## config.mk

```make
export PLATFORM = sky130hd
export DESIGN_NAME = nfs_cmd_seq
export DESIGN_NICKNAME = d
export VERILOG_FILES = /design/src/rtl/nfs_pkg.sv /design/src/rtl/nfs_seq_table.sv /design/src/rtl/nfs_bus_master.sv /design/src/rtl/nfs_poll_watch.sv /design/src/rtl/nfs_cmd_seq.sv
export SDC_FILE = /design/constraint.sdc
export NUM_CORES = 1
export LEC_CHECK = 0
export BUFFER_PORTS_ARGS = -buffer_cell sky130_fd_sc_hd__buf_4
export CORE_MARGIN = 2
export CORE_UTILIZATION = 50
export DETAILED_ROUTE_END_ITERATION = 6
export PLACE_DENSITY_LB_ADDON = 0.1
export RECOVER_POWER = 100
export SYNTH_ARGS = -nofsm -noshare
export SYNTH_HDL_FRONTEND = slang
export SYNTH_SLANG_ARGS = --single-unit
```

## constraint.sdc

```tcl
create_clock -name clk -period 3.76 [get_ports clk]
set_input_delay 0.564 -clock clk [delete_from_list [all_inputs] [get_ports clk]]
set_output_delay 0.564 -clock clk [all_outputs]
set_load 0.03 [all_outputs]
```

## src/rtl/nfs_pkg.sv

```systemverilog
package nfs_pkg;

  localparam int IDX_W = 4;

  typedef enum logic [1:0] {
    OP_IDENT = 2'd0,
    OP_PROG  = 2'd1,
    OP_ERASE = 2'd2,
    OP_RESET = 2'd3
  } nfs_op_e;

  typedef enum logic [2:0] {
    SK_CMD,
    SK_DATA,
    SK_IDRD,
    SK_POLL,
    SK_END
  } nfs_kind_e;

  typedef enum logic [2:0] {
    AS_BASE,
    AS_UNLK_A,
    AS_UNLK_B,
    AS_ID_MFR,
    AS_ID_DEV,
    AS_ID_PROT,
    AS_TGT
  } nfs_asel_e;

  typedef struct packed {
    nfs_kind_e   kind;
    nfs_asel_e   asel;
    logic [7:0]  code;
  } nfs_step_t;

  localparam logic [7:0] CODE_KEY1  = 8'hAA;
  localparam logic [7:0] CODE_KEY2  = 8'h55;
  localparam logic [7:0] CODE_IDENT = 8'h90;
  localparam logic [7:0] CODE_PROG  = 8'hA0;
  localparam logic [7:0] CODE_ERSU  = 8'h80;
  localparam logic [7:0] CODE_ERBLK = 8'h30;
  localparam logic [7:0] CODE_RDARR = 8'hF0;

  function automatic nfs_step_t mk_step(nfs_kind_e k, nfs_asel_e a, logic [7:0] c);
    nfs_step_t s;
    s.kind = k;
    s.asel = a;
    s.code = c;
    return s;
  endfunction

endpackage

```

## src/rtl/nfs_seq_table.sv

```systemverilog
// Step list per operation: each entry is one bus access or the end marker.
module nfs_seq_table
  import nfs_pkg::*;
(
  input  nfs_op_e          op,
  input  logic [IDX_W-1:0] idx,
  output nfs_step_t        step
);

  always_comb begin
    step = mk_step(SK_END, AS_BASE, 8'h00);
    unique case (op)
      OP_IDENT: begin
        case (idx)
          4'd0: step = mk_step(SK_CMD,  AS_UNLK_A,  CODE_KEY1);
          4'd1: step = mk_step(SK_CMD,  AS_UNLK_B,  CODE_KEY2);
          4'd2: step = mk_step(SK_CMD,  AS_UNLK_A,  CODE_IDENT);
          4'd3: step = mk_step(SK_IDRD, AS_ID_MFR,  8'h00);
          4'd4: step = mk_step(SK_IDRD, AS_ID_DEV,  8'h00);
          4'd5: step = mk_step(SK_IDRD, AS_ID_PROT, 8'h00);
          4'd6: step = mk_step(SK_CMD,  AS_BASE,    CODE_RDARR);
          default: step = mk_step(SK_END, AS_BASE, 8'h00);
        endcase
      end
      OP_PROG: begin
        case (idx)
          4'd0: step = mk_step(SK_CMD,  AS_UNLK_A, CODE_KEY1);
          4'd1: step = mk_step(SK_CMD,  AS_UNLK_B, CODE_KEY2);
          4'd2: step = mk_step(SK_CMD,  AS_UNLK_A, CODE_PROG);
          4'd3: step = mk_step(SK_DATA, AS_TGT,    8'h00);
          4'd4: step = mk_step(SK_POLL, AS_TGT,    8'h00);
          4'd5: step = mk_step(SK_CMD,  AS_BASE,   CODE_RDARR);
          default: step = mk_step(SK_END, AS_BASE, 8'h00);
        endcase
      end
      OP_ERASE: begin
        case (idx)
          4'd0: step = mk_step(SK_CMD,  AS_UNLK_A, CODE_KEY1);
          4'd1: step = mk_step(SK_CMD,  AS_UNLK_B, CODE_KEY2);
          4'd2: step = mk_step(SK_CMD,  AS_UNLK_A, CODE_ERSU);
          4'd3: step = mk_step(SK_CMD,  AS_UNLK_A, CODE_KEY1);
          4'd4: step = mk_step(SK_CMD,  AS_UNLK_B, CODE_KEY2);
          4'd5: step = mk_step(SK_CMD,  AS_TGT,    CODE_ERBLK);
          4'd6: step = mk_step(SK_POLL, AS_TGT,    8'h00);
          4'd7: step = mk_step(SK_CMD,  AS_BASE,   CODE_RDARR);
          default: step = mk_step(SK_END, AS_BASE, 8'h00);
        endcase
      end
      default: begin
        case (idx)
          4'd0: step = mk_step(SK_CMD, AS_BASE, CODE_RDARR);
          default: step = mk_step(SK_END, AS_BASE, 8'h00);
        endcase
      end
    endcase
  end

endmodule

```

## src/rtl/nfs_bus_master.sv

```systemverilog
// One outstanding flash bus access; strobe acts as valid, bus_ready as ready.
module nfs_bus_master #(
  parameter int AW = 32,
  parameter int BW = 32
) (
  input  logic          clk,
  input  logic          rst_n,
  input  logic          start,
  input  logic          start_we,
  input  logic [AW-1:0] start_addr,
  input  logic [BW-1:0] start_wdata,
  output logic [AW-1:0] bus_addr,
  output logic [BW-1:0] bus_wdata,
  output logic          bus_we,
  output logic          bus_re,
  input  logic [BW-1:0] bus_rdata,
  input  logic          bus_ready,
  output logic          ack,
  output logic [BW-1:0] rd_data
);

  logic          we_q, re_q;
  logic [AW-1:0] addr_q;
  logic [BW-1:0] wdata_q;
  logic          active;

  assign active = we_q | re_q;

  always_ff @(posedge clk) begin
    if (!rst_n) begin
      we_q    <= 1'b0;
      re_q    <= 1'b0;
      addr_q  <= '0;
      wdata_q <= '0;
    end else if (start) begin
      we_q    <= start_we;
      re_q    <= ~start_we;
      addr_q  <= start_addr;
      wdata_q <= start_we ? start_wdata : '0;
    end else if (active && bus_ready) begin
      we_q <= 1'b0;
      re_q <= 1'b0;
    end
  end

  assign bus_addr  = addr_q;
  assign bus_wdata = wdata_q;
  assign bus_we    = we_q;
  assign bus_re    = re_q;
  assign ack       = active & bus_ready;
  assign rd_data   = bus_rdata;

  // the sequencer never launches a second access over a live one
  p_single_access_r10: assert property (@(posedge clk) disable iff (!rst_n)
    start |-> !active)
    else $error("p_single_access_r10");

  // stalled access keeps strobe, address and data steady
  p_hold_stall_r10: assert property (@(posedge clk) disable iff (!rst_n)
    (active && !bus_ready) |=> ($stable(bus_addr) && $stable(bus_wdata) &&
                                $stable(bus_we) && $stable(bus_re)))
    else $error("p_hold_stall_r10");

  // read and write strobes are exclusive
  p_strobe_excl_r10: assert property (@(posedge clk) disable iff (!rst_n)
    !(bus_we && bus_re))
    else $error("p_strobe_excl_r10");

endmodule

```

## src/rtl/nfs_poll_watch.sv

```systemverilog
// Counts unsuccessful poll reads and flags the last one permitted.
module nfs_poll_watch #(
  parameter int CW = 32
) (
  input  logic          clk,
  input  logic          rst_n,
  input  logic          clr,
  input  logic          inc,
  input  logic [CW-1:0] limit,
  output logic          last
);

  logic [CW-1:0] cnt_q;

  always_ff @(posedge clk) begin
    if (!rst_n)      cnt_q <= '0;
    else if (clr)    cnt_q <= '0;
    else if (inc)    cnt_q <= cnt_q + 1'b1;
  end

  assign last = ({1'b0, cnt_q} + 1'b1) >= {1'b0, limit};

  // the count of failed polls stays below the limit in force
  p_cnt_bound_r7: assert property (@(posedge clk) disable iff (!rst_n)
    (limit != '0) |-> (cnt_q < limit))
    else $error("p_cnt_bound_r7");

  // counting is never requested once the last poll is reached
  p_no_inc_past_r7: assert property (@(posedge clk) disable iff (!rst_n)
    inc |-> !last)
    else $error("p_no_inc_past_r7");

endmodule

```

## src/rtl/nfs_cmd_seq.sv

```systemverilog
module nfs_cmd_seq
  import nfs_pkg::*;
#(
  parameter int          AW               = 32,
  parameter int          BW               = 32,
  parameter int          DQ_W             = 16,
  parameter int          CW               = 32,
  parameter logic [31:0] FLASH_BASE       = 32'h1FC0_0000,
  parameter logic [31:0] UNLK_A_OFS       = 32'h0000_0AAA,
  parameter logic [31:0] UNLK_B_OFS       = 32'h0000_0554,
  parameter int unsigned CLK_MHZ          = 100,
  // a poll takes at least two cycles: 512 us and 16 s budgets
  parameter int unsigned PROG_POLL_LIMIT  = 256 * CLK_MHZ,
  parameter int unsigned ERASE_POLL_LIMIT = 8_000_000 * CLK_MHZ
) (
  input  logic            clk,
  input  logic            rst_n,
  input  logic            req_valid,
  output logic            req_ready,
  input  logic [1:0]      req_op,
  input  logic [AW-1:0]   req_addr,
  input  logic [DQ_W-1:0] req_data,
  output logic            busy,
  output logic            done,
  output logic            error,
  output logic [DQ_W-1:0] id_mfr,
  output logic [DQ_W-1:0] id_dev,
  output logic [DQ_W-1:0] id_prot,
  output logic [AW-1:0]   bus_addr,
  output logic [BW-1:0]   bus_wdata,
  output logic            bus_we,
  output logic            bus_re,
  input  logic [BW-1:0]   bus_rdata,
  input  logic            bus_ready
);

  localparam int LANES = BW / 16;
  localparam logic [AW-1:0] BASE_A   = AW'(FLASH_BASE);
  localparam logic [AW-1:0] UNLK_A_A = AW'(FLASH_BASE + UNLK_A_OFS);
  localparam logic [AW-1:0] UNLK_B_A = AW'(FLASH_BASE + UNLK_B_OFS);
  localparam logic [CW-1:0] PROG_LIM = CW'(PROG_POLL_LIMIT);
  localparam logic [CW-1:0] ERAS_LIM = CW'(ERASE_POLL_LIMIT);

  typedef enum logic [1:0] {ST_IDLE, ST_ISSUE, ST_WAIT} st_e;

  st_e              st_q;
  nfs_op_e          op_q;
  logic [AW-1:0]    addr_q;
  logic [DQ_W-1:0]  data_q;
  logic [IDX_W-1:0] idx_q;
  logic             abort_q;
  logic             done_q, err_q;
  logic [DQ_W-1:0]  mfr_q, dev_q, prot_q;

  nfs_step_t        tbl_step, cur;
  logic [AW-1:0]    step_addr;
  logic [BW-1:0]    cmd_word, step_wdata;
  logic             start, ack, last, match, accept;
  logic             poll_clr, poll_inc;
  logic [BW-1:0]    rd_data;
  logic [DQ_W-1:0]  rd_lo;
  logic             unused_rd_hi;
  logic [CW-1:0]    limit;

  nfs_seq_table u_table (
    .op   (op_q),
    .idx  (idx_q),
    .step (tbl_step)
  );

  assign cur = abort_q ? mk_step(SK_CMD, AS_BASE, CODE_RDARR) : tbl_step;

  // command byte copied into each 16-bit half
  for (genvar g = 0; g < LANES; g++) begin : g_lane
    assign cmd_word[g*16 +: 16] = {8'h00, cur.code};
  end

  always_comb begin
    unique case (cur.asel)
      AS_UNLK_A:  step_addr = UNLK_A_A;
      AS_UNLK_B:  step_addr = UNLK_B_A;
      AS_ID_MFR:  step_addr = BASE_A;
      AS_ID_DEV:  step_addr = BASE_A + AW'(2);
      AS_ID_PROT: step_addr = BASE_A + AW'(4);
      AS_TGT:     step_addr = addr_q;
      default:    step_addr = BASE_A;
    endcase
  end

  assign step_wdata = (cur.kind == SK_DATA) ? {{(BW-DQ_W){1'b0}}, data_q} : cmd_word;
  assign start      = (st_q == ST_ISSUE) && (cur.kind != SK_END);

  nfs_bus_master #(.AW(AW), .BW(BW)) u_bus (
    .clk         (clk),
    .rst_n       (rst_n),
    .start       (start),
    .start_we    ((cur.kind == SK_CMD) || (cur.kind == SK_DATA)),
    .start_addr  (step_addr),
    .start_wdata (step_wdata),
    .bus_addr    (bus_addr),
    .bus_wdata   (bus_wdata),
    .bus_we      (bus_we),
    .bus_re      (bus_re),
    .bus_rdata   (bus_rdata),
    .bus_ready   (bus_ready),
    .ack         (ack),
    .rd_data     (rd_data)
  );

  assign rd_lo        = rd_data[DQ_W-1:0];
  assign unused_rd_hi = ^rd_data[BW-1:DQ_W];
  assign match        = (op_q == OP_ERASE) ? (&rd_lo) : (rd_lo == data_q);
  assign limit        = (op_q == OP_ERASE) ? ERAS_LIM : PROG_LIM;
  assign accept       = (st_q == ST_IDLE) && req_valid;
  assign poll_clr     = accept || (ack && cur.kind == SK_POLL && match);
  assign poll_inc     = ack && (cur.kind == SK_POLL) && !match && !last;

  nfs_poll_watch #(.CW(CW)) u_poll (
    .clk   (clk),
    .rst_n (rst_n),
    .clr   (poll_clr),
    .inc   (poll_inc),
    .limit (limit),
    .last  (last)
  );

  always_ff @(posedge clk) begin
    if (!rst_n) begin
      st_q    <= ST_IDLE;
      op_q    <= OP_RESET;
      addr_q  <= '0;
      data_q  <= '0;
      idx_q   <= '0;
      abort_q <= 1'b0;
      done_q  <= 1'b0;
      err_q   <= 1'b0;
      mfr_q   <= '0;
      dev_q   <= '0;
      prot_q  <= '0;
    end else begin
      done_q <= 1'b0;
      unique case (st_q)
        ST_IDLE: begin
          if (req_valid) begin
            op_q    <= nfs_op_e'(req_op);
            addr_q  <= req_addr;
            data_q  <= req_data;
            idx_q   <= '0;
            abort_q <= 1'b0;
            st_q    <= ST_ISSUE;
          end
        end
        ST_ISSUE: begin
          if (cur.kind == SK_END) begin
            done_q <= 1'b1;
            err_q  <= 1'b0;
            st_q   <= ST_IDLE;
          end else begin
            st_q <= ST_WAIT;
          end
        end
        default: begin
          if (ack) begin
            st_q <= ST_ISSUE;
            unique case (cur.kind)
              SK_IDRD: begin
                if (cur.asel == AS_ID_MFR)      mfr_q  <= rd_lo;
                else if (cur.asel == AS_ID_DEV) dev_q  <= rd_lo;
                else                            prot_q <= rd_lo;
                idx_q <= idx_q + 1'b1;
              end
              SK_POLL: begin
                if (match)     idx_q   <= idx_q + 1'b1;
                else if (last) abort_q <= 1'b1;
              end
              default: begin
                if (abort_q) begin
                  done_q <= 1'b1;
                  err_q  <= 1'b1;
                  st_q   <= ST_IDLE;
                end else begin
                  idx_q <= idx_q + 1'b1;
                end
              end
            endcase
          end
        end
      endcase
    end
  end

  assign busy      = (st_q != ST_IDLE);
  assign req_ready = ~busy;
  assign done      = done_q;
  assign error     = err_q;
  assign id_mfr    = mfr_q;
  assign id_dev    = dev_q;
  assign id_prot   = prot_q;

  // a request seen while idle starts an operation
  p_accept_r8: assert property (@(posedge clk) disable iff (!rst_n)
    (req_valid && !busy) |=> busy)
    else $error("p_accept_r8");

  // the latched operation cannot change while busy
  p_op_hold_r8: assert property (@(posedge clk) disable iff (!rst_n)
    busy |=> (!busy || $stable(op_q)))
    else $error("p_op_hold_r8");

  // completion pulse is one cycle wide and arrives while idle
  p_done_pulse_r9: assert property (@(posedge clk) disable iff (!rst_n)
    done |=> !done)
    else $error("p_done_pulse_r9");

  p_done_idle_r9: assert property (@(posedge clk) disable iff (!rst_n)
    done |-> !busy)
    else $error("p_done_idle_r9");

  // the error flag only moves together with completion
  p_err_with_done_r7: assert property (@(posedge clk) disable iff (!rst_n)
    !$stable(error) |-> done)
    else $error("p_err_with_done_r7");

  // no bus access while idle
  p_idle_quiet_r10: assert property (@(posedge clk) disable iff (!rst_n)
    !busy |-> !(bus_we || bus_re))
    else $error("p_idle_quiet_r10");

endmodule

```

==> reports/qor.yml, run 1 <==
die:
  placeableCoreArea_um2: 18800
  fp.dieArea_um2: 20400
  floorplan.rows: 50
  initial_utilization: 0.512
  die_x_um: 143
  ios: 204
  chipHeight_um: 143
cells_and_area:
  multi_input_comb_area_um2: 5150
  seqCellArea_um2: 4110
  mostFrequentLayoutCells: "202 x sky130_fd_sc_hd__dfxtp_1, 179 x sky130_fd_sc_hd__nand2_1, 134 x sky130_fd_sc_hd__buf_4"
  area_growth_pct: 23.7
  num-fill-cells: 1776
  post_layout_nonfiller_instances: 1621
  layout-drive-gt1-share: 0.165
  finish.net_count: 1454
  design_area_um2: 11900
  diodes: 0
  utilization: 0.633
  layout.cells.most_common: "sky130_fd_sc_hd__dfxtp_1"
timing:
  timing.fmax_mhz: 277
  grt_setup_unrepaired: "false"
  final-hold-violation-count: 0
  final.min_clock_period_ns: 3.61
  whs_ns: 0.292
  setup_viol: 0
  worst_pin_slew_ns: 2.16
  finalCritPeriodShare: 0.960
  postLayoutSetupSlackWorst_ns: 0.151
  drv_slew: 48
  timing.clock.skew_ns: 0.0215
  worst_case_headroom_to_the_max_slew_limit: -0.441
run_status:
  status: "finished, violations left"
  violations: "max-capacitance violations, max-slew violations"
clock_network:
  clkSinkCount: 205
  clk_pin_slew_worst_paths_ns: 0.06
  cts_tree: "done"
  cts_root_buf: "sky130_fd_sc_hd__clkbuf_16"
  ctsHtreeMaxLevel: 1
  holdBufCountCts: 0
  cts-root-to-sink-buffers: 3
  numCtsBuffers: 23
  worstSkewPairLatency_ns: 0.51
setup_path:
  family_with_the_most_delay_on_the_worst_path: "simple AND/OR/NAND/NOR gates"
  critical-path-max-stage-delay_ns: 0.44
  critical_path_start_end_classification: "flip-flop to flip-flop"
  crit_path_cell_trace: "nand4_4, buf_4, nor4_1, buf_4, nand3_1, nor2_1, xor2_1, ha_1, nand4_1, or3_1, a2111o_1, and3_4, buf_4, a31o_1, a21oi_1"
  setup.worst_path.end_class: "flip-flop"
  cp_max_fo: 14
  buffers_and_inverters_on_the_worst_path: 3
  timing.critical_path.arrival_ns: 4.05
  crit_slowest_cell: "sky130_fd_sc_hd__a2111o_1"
  critical_path.startpoint_type: "flip-flop"
  crit_required_ns: 4.20
  worst_path_most_repeated_cell: "sky130_fd_sc_hd__buf_4"
logic_synthesis:
  yosys_warnings: 0
  postSynthRegisterBits: 205
  number_of_enable_flip_flop_cells_after_synthesis: 0
  synth.area.top_cells: "sky130_fd_sc_hd__dfxtp_1 43%, sky130_fd_sc_hd__mux2i_1 7.3%, sky130_fd_sc_hd__nand2_1 7.0%"
  seq_total_area_yosys: 0.426
  yosysTopAreaCellShare: 0.426
  async_set_or_reset_register_ratio_after_synthesis: 0
  syn-cell-area_um2: 9630
  post_synth_inst_count: 1135
  post-synth-top-area-cell: "sky130_fd_sc_hd__dfxtp_1"
  synth_area_per_cell_um2: 8.49
  ys_types: 68
  yosys_most_used_dff: "sky130_fd_sc_hd__dfxtp_1"
power:
  pwr-share-clk: 0.440
  swShare: 0.256
  max-vdd-ir-drop_uv: 329
  power_switching_mw: 1.30
  leakage_nw: 4.75
  share_seq_of_total_power: 0.452
  internal_power_mw: 3.77
  p_per_area_nw_per_um2: 425
  power_frac_comb: 0.108
global_routing:
  busiest_layer: "met2"
  globalRouteOverflowTotal: 0
  grt_start_max_net_pins: 89
  grt.met2_usage: 0.446
  grt_pass1_vias: 8659
  antenna_violations_before_repair: 0
  grt_util_all_layers: 0.265
  grt_pass1_wl_um: 43800
  grt_use_met3: 0.0617
  globalRouteMet1Util: 0.338
routing:
  ant_nets: 0
  detailed_routing_iterations_pass_1: 4
  vias: 8913
  routed_wl_per_cell_um: 16.8
  route.final.wire_length_um: 27200
  dr.first_iter.drc_count: 499
  drt-vias-per-instance: 5.50
  drc_errors: 0
placed_design:
  place.detailed.hpwl_um: 19500
  place.port_buffers: 179
  numPlacedInstances: 1576
  post_dp_cell_area_um2: 11600
  pre_cts_ws_ns: -0.0853
  globalplace.congestion: 0.988
min_path:
  path_category_of_the_worst_min_delay_check: "input pin to flip-flop"
flow_run:
  max_cap_viol_count: 1
==> power by group through the flow <==
stage / Combinational, mW / Clock, mW / Sequential [mW]
2_1_floorplan: 0.315 / 0 / 2.37
4_1_cts: 0.576 / 2.26 / 2.29
3_5_place_dp: 0.574 / 0 / 2.34
3_3_place_gp: 0.565 / 0 / 2.34
6_report: 0.547 / 2.23 / 2.29
5_1_grt: 0.607 / 2.36 / 2.30
==> final cells by class <==
class,count,share of cell area
timing repair buffer,259,0.126
clock inverter,10,0.00914
clock buffer,32,0.0545
sequential,205,0.345
tap,260,0.0273
multi-input combinational,836,0.432
inverter,19,0.00620
==> logic make-up after synthesis <==
group           count (synthesis)  synth area share
compound gates                226             0.152
xor+xnor                       38            0.0346
fa+ha+maj                      24            0.0312
buf+inv                       101            0.0470
flops                         205             0.426
mux                            72            0.0751
other cells                     1          0.000389
simple gates                  468             0.234
==> state kept, by name (all words and copies together) (netlist names), named ones only <==
name             count
abort_q              1
addr_q              32
data_q              16
done                 1
error                1
id_dev              16
id_mfr              16
id_prot             16
idx_q                4
op_q                 2
st_q                 2
u_bus.bus_addr      32
u_bus.bus_re         1
u_bus.bus_wdata     22
u_bus.bus_we         1
u_poll.cnt_q        32
==> synth_stat cells (5+ instances only) <==
master,n
sky130_fd_sc_hd__clkbuf_1,58
sky130_fd_sc_hd__xor2_1,23
sky130_fd_sc_hd__mux2i_1,70
sky130_fd_sc_hd__nand4_1,19
sky130_fd_sc_hd__a31oi_1,6
sky130_fd_sc_hd__nand4b_1,5
sky130_fd_sc_hd__or4_1,7
sky130_fd_sc_hd__inv_1,18
sky130_fd_sc_hd__buf_2,8
sky130_fd_sc_hd__and3_1,10
sky130_fd_sc_hd__or3_1,9
sky130_fd_sc_hd__a32oi_1,10
sky130_fd_sc_hd__nor3_1,20
sky130_fd_sc_hd__xnor2_1,15
sky130_fd_sc_hd__nor4_1,9
sky130_fd_sc_hd__o221a_2,5
sky130_fd_sc_hd__and2_1,7
sky130_fd_sc_hd__nor2_1,114
sky130_fd_sc_hd__nand3_2,14
sky130_fd_sc_hd__a21oi_1,89
sky130_fd_sc_hd__o211ai_1,12
sky130_fd_sc_hd__nand3_1,27
sky130_fd_sc_hd__dfxtp_1,205
sky130_fd_sc_hd__and4_1,5
sky130_fd_sc_hd__a22oi_1,21
sky130_fd_sc_hd__nand2_1,179
sky130_fd_sc_hd__ha_1,24
sky130_fd_sc_hd__o21ai_0,31
sky130_fd_sc_hd__nand2b_1,26
sky130_fd_sc_hd__o31ai_1,8
sky130_fd_sc_hd__buf_4,11
==> metal layers <==
metal	routed length, µm	up-vias
met5	0	-
met4	729	0
met3	1850	50
met2	13200	245
met1	11400	4223
li1	-	4395
==> worst reg2reg max path, delay by kind of cell, from the launching register on <==
kind | cells | cell delay [ns]
xor+xnor | 1 | 0.09
buf+inv | 3 | 0.56
simple gates | 7 | 1.43
compound gates | 3 | 0.79
flops | 1 | 0.37
fa+ha+maj | 1 | 0.30
==> final timing paths <==
| path | from | endpoint | slack, ns | depth (start not counted) |
|---|---|---|---|---|
| worst min-delay path | req_op[1] | op_q[1] | 0.29 | 3 |
| worst max-delay path | u_poll.cnt_q[5] | u_poll.cnt_q[13] | 0.15 | 15 |
| worst min register to register | u_bus.bus_addr[6] | u_bus.bus_addr[6] | 0.45 | 2 |
| worst max register to register | u_poll.cnt_q[5] | u_poll.cnt_q[13] | 0.15 | 15 |
==> stage by stage <==
| step | TNS (ns) | power [mW] |
|---|---|---|
| after floorplan | 0 | 2.69 |
| after global placement | -0.0299 | 2.90 |
| after detailed placement | -0.271 | 2.91 |
| after CTS | 0 | 5.13 |
| after global routing | 0 | 5.27 |
| final | 0 | 5.07 |
==> timing repair <==
action | CTS | global route
resized for setup | 3 | 15
buffers inserted | 0 | 3
endpoints found under the setup margin | 21 | 33
pin swaps | 0 | 5
No activity file was read; power rests on OpenSTA's default activity.
==> run 2: changes to the inputs <==
- CORE_ASPECT_RATIO: not set -> 1.2
- RECOVER_POWER: 100 -> not set
==> run 2 against run 1 <==
The run now ends clean. Utilization grew 2.9 points. Clock power rose by 5%. Critical path depth unchanged. Sequential power about the same. Count of clock-buffer cells in the layout increased by 1. Maximum frequency grew 0.22%. Worst setup slack gained 0.0078 ns. Sequential share of layout area fell by 1.5 points. Critical path type unchanged.
==> reports/qor.yml, run 2 (synthesized netlist as in run 1, its figures left out) <==
cells_and_area:
  num-fill-cells: 1651
  diodes: 0
  layout-drive-gt1-share: 0.260
  mostFrequentLayoutCells: "256 x sky130_fd_sc_hd__buf_4, 200 x sky130_fd_sc_hd__dfxtp_1, 175 x sky130_fd_sc_hd__nand2_1"
  utilization: 0.661
  layout.cells.most_common: "sky130_fd_sc_hd__buf_4"
  area_growth_pct: 29.5
  finish.net_count: 1454
placed_design:
  place.detailed.hpwl_um: 19300
  globalplace.congestion: 0.870
  place.port_buffers: 179
routing:
  drc_errors: 0
  dr.first_iter.drc_count: 572
  route.final.wire_length_um: 27300
  ant_nets: 0
  vias: 8893
  routed_wl_per_cell_um: 16.9
  drt-vias-per-instance: 5.51
  detailed_routing_iterations_pass_1: 5
die:
  fp.dieArea_um2: 20400
  chipHeight_um: 156
  die_x_um: 131
  placeableCoreArea_um2: 18900
  ios: 204
  floorplan.rows: 55
  initial_utilization: 0.511
clock_network:
  clk_pin_slew_worst_paths_ns: 0.06
  worstSkewPairLatency_ns: 0.50
  cts_root_buf: "sky130_fd_sc_hd__clkbuf_16"
  clkSinkCount: 205
  numCtsBuffers: 23
  holdBufCountCts: 0
  ctsHtreeMaxLevel: 1
  cts-root-to-sink-buffers: 3
  cts_tree: "done"
setup_path:
  setup.worst_path.end_class: "flip-flop"
  critical_path.startpoint_type: "flip-flop"
  timing.reg2reg.setup_slack_ns: 0.16
  timing.critical_path.arrival_ns: 4.03
  critical-path-max-stage-delay_ns: 0.58
  crit_required_ns: 4.19
  worst_r2r_path_depth: 15
  crit_slowest_cell: "sky130_fd_sc_hd__or4_4"
  crit_path_cell_trace: "nand4_1, or4_4, buf_4, nor2_4, nand2_1, xnor2_1, ha_1, nand3_2, nor4_2, o21ai_1, a2111o_1, and3_4, buf_12, a31o_1, a21oi_1"
  critical_path_start_end_classification: "flip-flop to flip-flop"
  cp_max_fo: 21
power:
  max-vdd-ir-drop_uv: 300
  leakage_nw: 5.28
  p_per_area_nw_per_um2: 418
global_routing:
  antenna_violations_before_repair: 0
  grt_pass1_wl_um: 43900
  grt_util_all_layers: 0.267
  grt_start_max_net_pins: 87
  grt_pass1_vias: 8571
  globalRouteOverflowTotal: 0
flow_run:
  max_cap_viol_count: 0
timing:
  accumulated_negative_setup_slack_ns: 0
  final-hold-violation-count: 0
  drv_slew: 0
  setup_viol: 0
  worst_pin_slew_ns: 1.16
  timing.fmax_mhz: 278
  timing.clock.skew_ns: 0.00739
  worst_case_headroom_to_the_max_slew_limit: 0.226
  finalCritPeriodShare: 0.958
  grt_setup_unrepaired: "true"
  final.min_clock_period_ns: 3.60
min_path:
  path_category_of_the_worst_min_delay_check: "input pin to flip-flop"
  timing.hold.worst_path_depth: 3
run_status:
  status: "finished clean"
-- run 2: cell count changes in the layout (fill, tap and decap cells not counted), moves of 3 or more --
cell / delta
sky130_fd_sc_hd__buf_4: +122
sky130_fd_sc_hd__clkbuf_1: -118
sky130_fd_sc_hd__clkbuf_2: -7
sky130_fd_sc_hd__clkinv_2: -3
sky130_fd_sc_hd__nand2_1: -4
sky130_fd_sc_hd__nand2_2: +4
sky130_fd_sc_hd__nor2_1: -4
sky130_fd_sc_hd__nor2_2: +3
-- run 2: path summary, 6_finish.rpt --
path,to,startpoint
max,u_poll.cnt_q[17],u_poll.cnt_q[7]
min,op_q[1],req_op[1]
max reg2reg,u_poll.cnt_q[17],u_poll.cnt_q[7]
min reg2reg,u_bus.bus_wdata[6],u_bus.bus_wdata[6]
-- run 2: repair_timing --
action,4_1_cts,5_1_grt
pin swaps,1,9
endpoints found under the setup margin,29,32
buffers inserted,1,3
cloned,0,0
hold endpoints to repair,0,0
gates resized for setup,6,20
-- run 2: routing by layer --
layer	vias to the layer above	global-route usage	part of all wire
met5	-	0	0
met3	66	0.0658	0.067
met1	4195	0.321	0.40
met2	246	0.466	0.50
met4	0	0.0861	0.031
li1	4386	-	-
-- run 2: critical path, delay by kind of cell, from the launching register on --
kind | cells | cell delay, ns
compound gates | 4 | 0.88
buf+inv | 2 | 0.34
flops | 1 | 0.33
xor+xnor | 1 | 0.14
simple gates | 7 | 1.53
fa+ha+maj | 1 | 0.31
-- run 2: per-stage QoR --
stage | worst slack (ns) | instance area (µm²) | power [mW] | cells | hold slack (ns)
final | 0.158 | 12500 | 5.21 | 1615 | 0.276
after global routing | -0.0460 | 12500 | 5.39 | 1615 | 0.292
after CTS | -0.00444 | 12400 | 5.24 | 1612 | 0.272
after detailed placement | -0.123 | 11600 | 2.91 | 1571 | 0.429
after global placement | -0.0370 | 11600 | 2.90 | 1571 | 0.427
after floorplan | 0.137 | 9660 | 2.69 | 1142 | 0.433
-- run 2: area by class of cell --
type	count	area, µm²	area share
Multi-Input combinational cell	836	5200	0.417
Timing Repair Buffer	259	1980	0.159
Tap cell	256	320	0.0257
Clock inverter	7	116	0.00933
Sequential cell	205	4110	0.330
Clock buffer	33	673	0.0540
Inverter	19	73.8	0.00592
-- run 2: report_power, final --
part	switching, mW	internal, mW
Clock	0.892	1.44
Sequential	0.0511	2.24
Combinational	0.369	0.211
